[src/rtl/alu8_pkg.sv]
package alu8_pkg;

  typedef enum logic [4:0] {
    OP_ADD   = 5'd0,
    OP_ADC   = 5'd1,
    OP_SUB   = 5'd2,
    OP_SBC   = 5'd3,
    OP_CMP   = 5'd4,
    OP_AND   = 5'd5,
    OP_OR    = 5'd6,
    OP_XOR   = 5'd7,
    OP_BIT   = 5'd8,
    OP_LOAD  = 5'd9,
    OP_STORE = 5'd10,
    OP_NEG   = 5'd11,
    OP_COM   = 5'd12,
    OP_LSR   = 5'd13,
    OP_ASR   = 5'd14,
    OP_ROR   = 5'd15,
    OP_ROL   = 5'd16,
    OP_LSL   = 5'd17,
    OP_INC   = 5'd18,
    OP_DEC   = 5'd19,
    OP_TST   = 5'd20,
    OP_CLR   = 5'd21,
    OP_SETC  = 5'd22,
    OP_CLRC  = 5'd23,
    OP_SETI  = 5'd24,
    OP_CLRI  = 5'd25
  } alu_op_e;

  typedef struct packed {
    logic h;
    logic i;
    logic n;
    logic z;
    logic c;
  } flags_t;

  localparam flags_t FLAGS_RST = '{h: 1'b0, i: 1'b1, n: 1'b0, z: 1'b0, c: 1'b0};

endpackage

[src/rtl/alu8_addsub.sv]
module alu8_addsub #(
  parameter int W = 8
) (
  input  logic [W-1:0] lhs,
  input  logic [W-1:0] rhs,
  input  logic         do_sub,
  input  logic         cin,
  output logic [W-1:0] sum,
  output logic         carry,
  output logic         half
);
  localparam int HB = W / 2 - 1;

  logic [W:0] ext;

  always_comb begin
    if (do_sub)
      ext = {1'b0, lhs} - {1'b0, rhs} - {{W{1'b0}}, cin};
    else
      ext = {1'b0, lhs} + {1'b0, rhs} + {{W{1'b0}}, cin};
  end

  assign sum   = ext[W-1:0];
  assign carry = ext[W];
  assign half  = (lhs[HB] & rhs[HB]) | (rhs[HB] & ~ext[HB]) | (lhs[HB] & ~ext[HB]);

endmodule

[src/rtl/alu8_shift.sv]
module alu8_shift
  import alu8_pkg::*;
#(
  parameter int W = 8
) (
  input  alu_op_e      op,
  input  logic [W-1:0] d,
  input  logic         cin,
  output logic [W-1:0] q,
  output logic         cout
);
  always_comb begin
    case (op)
      OP_LSR: begin q = {1'b0, d[W-1:1]};   cout = d[0];   end
      OP_ASR: begin q = {d[W-1], d[W-1:1]}; cout = d[0];   end
      OP_ROR: begin q = {cin, d[W-1:1]};    cout = d[0];   end
      OP_ROL: begin q = {d[W-2:0], cin};    cout = d[W-1]; end
      OP_LSL: begin q = {d[W-2:0], 1'b0};   cout = d[W-1]; end
      default: begin q = d;                 cout = cin;    end
    endcase
  end
endmodule

[src/rtl/alu8_logic.sv]
module alu8_logic
  import alu8_pkg::*;
#(
  parameter int W = 8
) (
  input  alu_op_e      op,
  input  logic [W-1:0] a,
  input  logic [W-1:0] m,
  output logic [W-1:0] q
);
  always_comb begin
    case (op)
      OP_AND, OP_BIT: q = a & m;
      OP_OR:          q = a | m;
      OP_XOR:         q = a ^ m;
      OP_LOAD,
      OP_TST:         q = m;
      OP_STORE:       q = a;
      OP_COM:         q = ~m;
      OP_INC:         q = m + W'(1);
      OP_DEC:         q = m - W'(1);
      default:        q = '0;
    endcase
  end
endmodule

[src/rtl/alu8_core.sv]
module alu8_core
  import alu8_pkg::*;
#(
  parameter int DATA_W = 8
) (
  input  logic              clk,
  input  logic              rst_n,
  input  logic              op_valid,
  input  logic [4:0]        op_code,
  input  logic [DATA_W-1:0] acc_in,
  input  logic [DATA_W-1:0] mem_in,
  output logic [DATA_W-1:0] result,
  output logic              result_we,
  output logic [4:0]        flags_next,
  output logic [4:0]        flags
);
  alu_op_e            op;
  flags_t             flags_q;
  flags_t             nx;
  logic [DATA_W-1:0]  as_lhs;
  logic               as_sub;
  logic               as_cin;
  logic [DATA_W-1:0]  as_sum;
  logic               as_carry;
  logic               as_half;
  logic [DATA_W-1:0]  sh_q;
  logic               sh_c;
  logic [DATA_W-1:0]  lg_q;
  logic [DATA_W-1:0]  res;
  logic               wr;
  logic               nz;

  assign op = alu_op_e'(op_code);

  // adder/subtractor steering
  always_comb begin
    as_lhs = acc_in;
    as_sub = 1'b1;
    as_cin = 1'b0;
    case (op)
      OP_ADD: as_sub = 1'b0;
      OP_ADC: begin as_sub = 1'b0; as_cin = flags_q.c; end
      OP_SBC: as_cin = flags_q.c;
      OP_NEG: as_lhs = '0;
      default: ;
    endcase
  end

  alu8_addsub #(.W(DATA_W)) u_addsub (
    .lhs    (as_lhs),
    .rhs    (mem_in),
    .do_sub (as_sub),
    .cin    (as_cin),
    .sum    (as_sum),
    .carry  (as_carry),
    .half   (as_half)
  );

  alu8_shift #(.W(DATA_W)) u_shift (
    .op   (op),
    .d    (mem_in),
    .cin  (flags_q.c),
    .q    (sh_q),
    .cout (sh_c)
  );

  alu8_logic #(.W(DATA_W)) u_logic (
    .op (op),
    .a  (acc_in),
    .m  (mem_in),
    .q  (lg_q)
  );

  // per-operation result selection and flag rules
  always_comb begin
    res = '0;
    wr  = 1'b0;
    nz  = 1'b0;
    nx  = flags_q;
    case (op)
      OP_ADD, OP_ADC: begin
        res = as_sum; wr = 1'b1; nz = 1'b1; nx.c = as_carry; nx.h = as_half;
      end
      OP_SUB, OP_SBC, OP_NEG: begin
        res = as_sum; wr = 1'b1; nz = 1'b1; nx.c = as_carry;
      end
      OP_CMP: begin
        res = as_sum; nz = 1'b1; nx.c = as_carry;
      end
      OP_AND, OP_OR, OP_XOR, OP_LOAD, OP_STORE, OP_INC, OP_DEC, OP_CLR: begin
        res = lg_q; wr = 1'b1; nz = 1'b1;
      end
      OP_BIT, OP_TST: begin
        res = lg_q; nz = 1'b1;
      end
      OP_COM: begin
        res = lg_q; wr = 1'b1; nz = 1'b1; nx.c = 1'b1;
      end
      OP_LSR, OP_ASR, OP_ROR, OP_ROL, OP_LSL: begin
        res = sh_q; wr = 1'b1; nz = 1'b1; nx.c = sh_c;
      end
      OP_SETC: nx.c = 1'b1;
      OP_CLRC: nx.c = 1'b0;
      OP_SETI: nx.i = 1'b1;
      OP_CLRI: nx.i = 1'b0;
      default: ;
    endcase
    if (nz) begin
      nx.n = res[DATA_W-1];
      nx.z = ~|res;
    end
  end

  always_ff @(posedge clk or negedge rst_n) begin
    if (!rst_n)
      flags_q <= FLAGS_RST;
    else if (op_valid)
      flags_q <= nx;
  end

  assign result     = res;
  assign result_we  = op_valid & wr;
  assign flags_next = nx;
  assign flags      = flags_q;

endmodule

[config.mk]
export PLATFORM = sky130hd
export DESIGN_NAME = alu8_core
export DESIGN_NICKNAME = d
export VERILOG_FILES = /design/src/rtl/alu8_pkg.sv /design/src/rtl/alu8_addsub.sv /design/src/rtl/alu8_shift.sv /design/src/rtl/alu8_logic.sv /design/src/rtl/alu8_core.sv
export SDC_FILE = /design/constraint.sdc
export NUM_CORES = 1
export LEC_CHECK = 0
export ABC_CLOCK_PERIOD_IN_PS = 7500
export CAP_MARGIN = 25
export CORE_ASPECT_RATIO = 1.1
export CORE_UTILIZATION = 40
export CTS_CLUSTER_DIAMETER = 200
export CTS_CLUSTER_SIZE = 20
export DETAILED_ROUTE_END_ITERATION = 10
export PLACE_DENSITY = 0.66
export SLEW_MARGIN = 5
export SYNTH_ARGS = -nofsm -noshare
export SYNTH_HDL_FRONTEND = slang
export SYNTH_SLANG_ARGS = --single-unit
[constraint.sdc]
create_clock -name clk -period 7.5 [get_ports clk]
set_input_delay 0.75 -clock clk [delete_from_list [all_inputs] [get_ports clk]]
set_output_delay 0.75 -clock clk [all_outputs]
set_load 0.01 [all_outputs]
==> reports/metrics.yaml <==
worst-r2r-setup-slack_ns: 3.95
tns_ns: 0
detail_route.wl_per_cell_um: 17.15
synth-compound-area-share_pct: 26.59
post_cts_resized: 0
synth_edf_count: 0
synth_common_cells: "nand2_1, inv_1, ha_1, nor2_1, a21oi_1"
final_nets: 444
vias_per_cell: 5.939
root_buffer: "clkbuf_8"
routed_wl_um: 7821
groute.usage.overall_pct: 24.85
hold_viol: 0
r2r.worst_path.cells: 13
holdBufCountCts: 0
status: "finished, final reports clean"
hpwl_um: 6190
critPathKind: "input port to primary output"
start_util_pct: 41.90
peakVddDrop_v: 0.00007761
synth_seq_area_share_pct: 5.195
vias: 2708
clock_sinks: 5
io_buffers: 42
die-area_um2: 6397
core-area_um2: 5806
first_iter_violations: 343
synth_most_common_cell: "nand2_1"
reg2reg_from: "flags[0]$_DFFE_PN0P_"
crit_path_end_kind: "primary output"
synthSimpleGateAreaFrac_pct: 27.88
std_cell_rows: 29
cts_buffer_depth: 2
ys_seq_elements: 5
dieHeight_um: 83.79
synth.cell_area_um2: 2432
drv_cap: 0
max_slew_margin_pct: 37.72
antenna_found_initial: 0
hold_path_depth: 2
max_slew.worst_pin.slew_ns: 0.9342
grt_pass1_vias: 2541
synthXorXnorAreaFrac_pct: 6.121
muxShareOfSynthArea_pct: 2.726
num_antenna_cells: 0
ant_nets: 0
cts_tree: "yes"
synthTopCellsByArea: "ha_1, nand2_1, inv_1, xnor2_1, a21oi_1"
synth_area_leader_cell: "ha_1"
avgSynthCellArea_um2: 7.112
min_to: "flags[3]$_DFFE_PN1P_"
period_needed_ns: 6.506
clock_latency_ns: 0.22
synth_warnings: 0
crit_arrival_ns: 5.76
largest_register_ffs: 5
numCtsBuffers: 3
hp-class: "flop to flop"
post-route-period-util_pct: 86.75
synth_cell_types: 61
firstDrtPassIters: 7
p_leak_nw: 1.283
cts_setup_buffers: 0
synth_top_area_share_pct: 18.52
syn-num-nets: 406
hold_start: "flags[3]$_DFFE_PN1P_"
syn_inst: 342
drc_errors: 0
globalRouteOverflowTotal: 0
synth_top_family_by_area: "simple AND/OR/NAND/NOR gates"
max_freq_ghz: 0.1537
grt_first_pass_wirelength_um: 12630
die_w_um: 76.35
cellPowerDensity_nw_per_um2: 106.2
grt_max_degree: 22
holdWs_ns: 0.5072
finClkSkew_ns: 0.0006486
dominantRegCellSynth: "dfrtp_1"
synth-async-reset-ratio_pct: 100.0
grt_setup_unrepaired: "false"
clk_pin_slew_worst_paths_ns: 0.03
setup_violations: 0
drive_gt1_share_pct: 5.541
synth_fa_ha_area_share_pct: 21.81
gp_congestion: 1.002
synthToLayoutAreaGrowth_pct: 21.14
critical_path.max_fanout: 17
startpoint_type: "input port"
cp.required_ns: 6.75
ios: 43
ctsHtreeMaxLevel: 1
slew_viol_final: 0
worstReg2RegEnd: "flags[1]$_DFFE_PN0P_"
report_power, final:
group	internal, mW	total (mW)	switching [mW]
combinational	0.105	0.223	0.118
sequential	0.0341	0.0396	0.00549
clock	0.0365	0.0504	0.0138
cell type report:
class / count / area (um2)
fillers: 599 / 2859
multi-input cells: 283 / 2071
repair buffers: 47 / 457.9
inverters: 40 / 150.1
flip-flops and latches: 5 / 126.4
well taps: 77 / 96.34
clock buffers: 4 / 45.04
placed cells by master, fill, tap and decap left out, types with 3 or more instances in the layout:
cell	Yosys	layout
nand2_1	42	42
clkdlybuf4s50_1	0	42
inv_1	40	40
ha_1	36	36
nor2_1	26	26
a21oi_1	20	20
o21ai_0	15	15
xnor2_1	13	13
nand3_1	8	8
nor2b_1	7	7
a211oi_1	6	6
nor3_1	6	6
a221oi_1	6	6
a31oi_1	6	6
and2_1	5	5
nand4_1	5	5
nand2b_1	5	5
o21a_1	5	5
o211ai_1	5	5
buf_4	2	5
and3_1	4	4
o2111ai_1	4	4
o31ai_1	4	4
xor2_1	4	4
a22oi_1	4	4
or4_1	4	4
mux2_2	4	4
fa_1	4	4
dfrtp_1	4	4
a222oi_1	3	3
clkbuf_8	0	3
metrics by stage:
stage          total power [mW]  util, %  std cells  area, um2  setup WS (ns)
2_1_floorplan            0.1719        -        342       2432          2.446
3_3_place_gp             0.2581    49.98        452       2902          1.214
3_5_place_dp             0.2604    49.98        452       2902          1.035
4_1_cts                  0.3129    50.75        456       2947          1.032
5_1_grt                  0.3389    50.75        456       2947         0.7253
6_report                 0.3128    50.75        456       2947         0.9937
routing by layer:
layer / vias up / part of all wire (%) / global-route usage [%]
met1: 1263 / 44 / 31.24
met3: 18 / 7.5 / 3.169
li1: 1302 / - / -
met4: 0 / 2.3 / 9.266
met5: - / 0 / 0
met2: 125 / 47 / 42.92
how the worst max path moves through the flow:
stage / from / end / depth (start not counted) / slack [ns]
floorplan: op_code[3] / flags_next[1] / 16 / 2.45
finish: op_code[4] / flags_next[1] / 16 / 0.99
global placement: op_code[4] / flags_next[1] / 16 / 1.21
global route: op_code[4] / flags_next[1] / 16 / 0.73
CTS: op_code[4] / flags_next[1] / 16 / 1.03
detailed placement: op_code[4] / flags_next[1] / 16 / 1.04
worst max-delay path, stage by stage:
cell,delay [ns]
clkdlybuf4s50_1,0.70
nor2b_1,0.52
nand2_1,0.35
nand2_1,0.22
ha_1,0.18
inv_1,0.09
ha_1,0.33
a21boi_0,0.34
o21a_1,0.16
nor3_1,0.04
a21oi_1,0.14
o211ai_1,0.11
or4_1,0.52
or4_1,0.49
o31ai_1,0.23
clkdlybuf4s50_1,0.58
cell families (layout without fill, tap and decap cells):
| logic type | count (synthesis) | in the layout |
|---|---|---|
| muxes | 6 | 6 |
| DFF | 5 | 5 |
| AOI/OAI and AO/OA | 92 | 92 |
| xor gates and xnor gates | 17 | 17 |
| and+or+nand+nor | 128 | 128 |
| buffers and inverters | 54 | 91 |
| adders and majority gates | 40 | 40 |
Note: power is estimated with default switching activity, not from simulation.
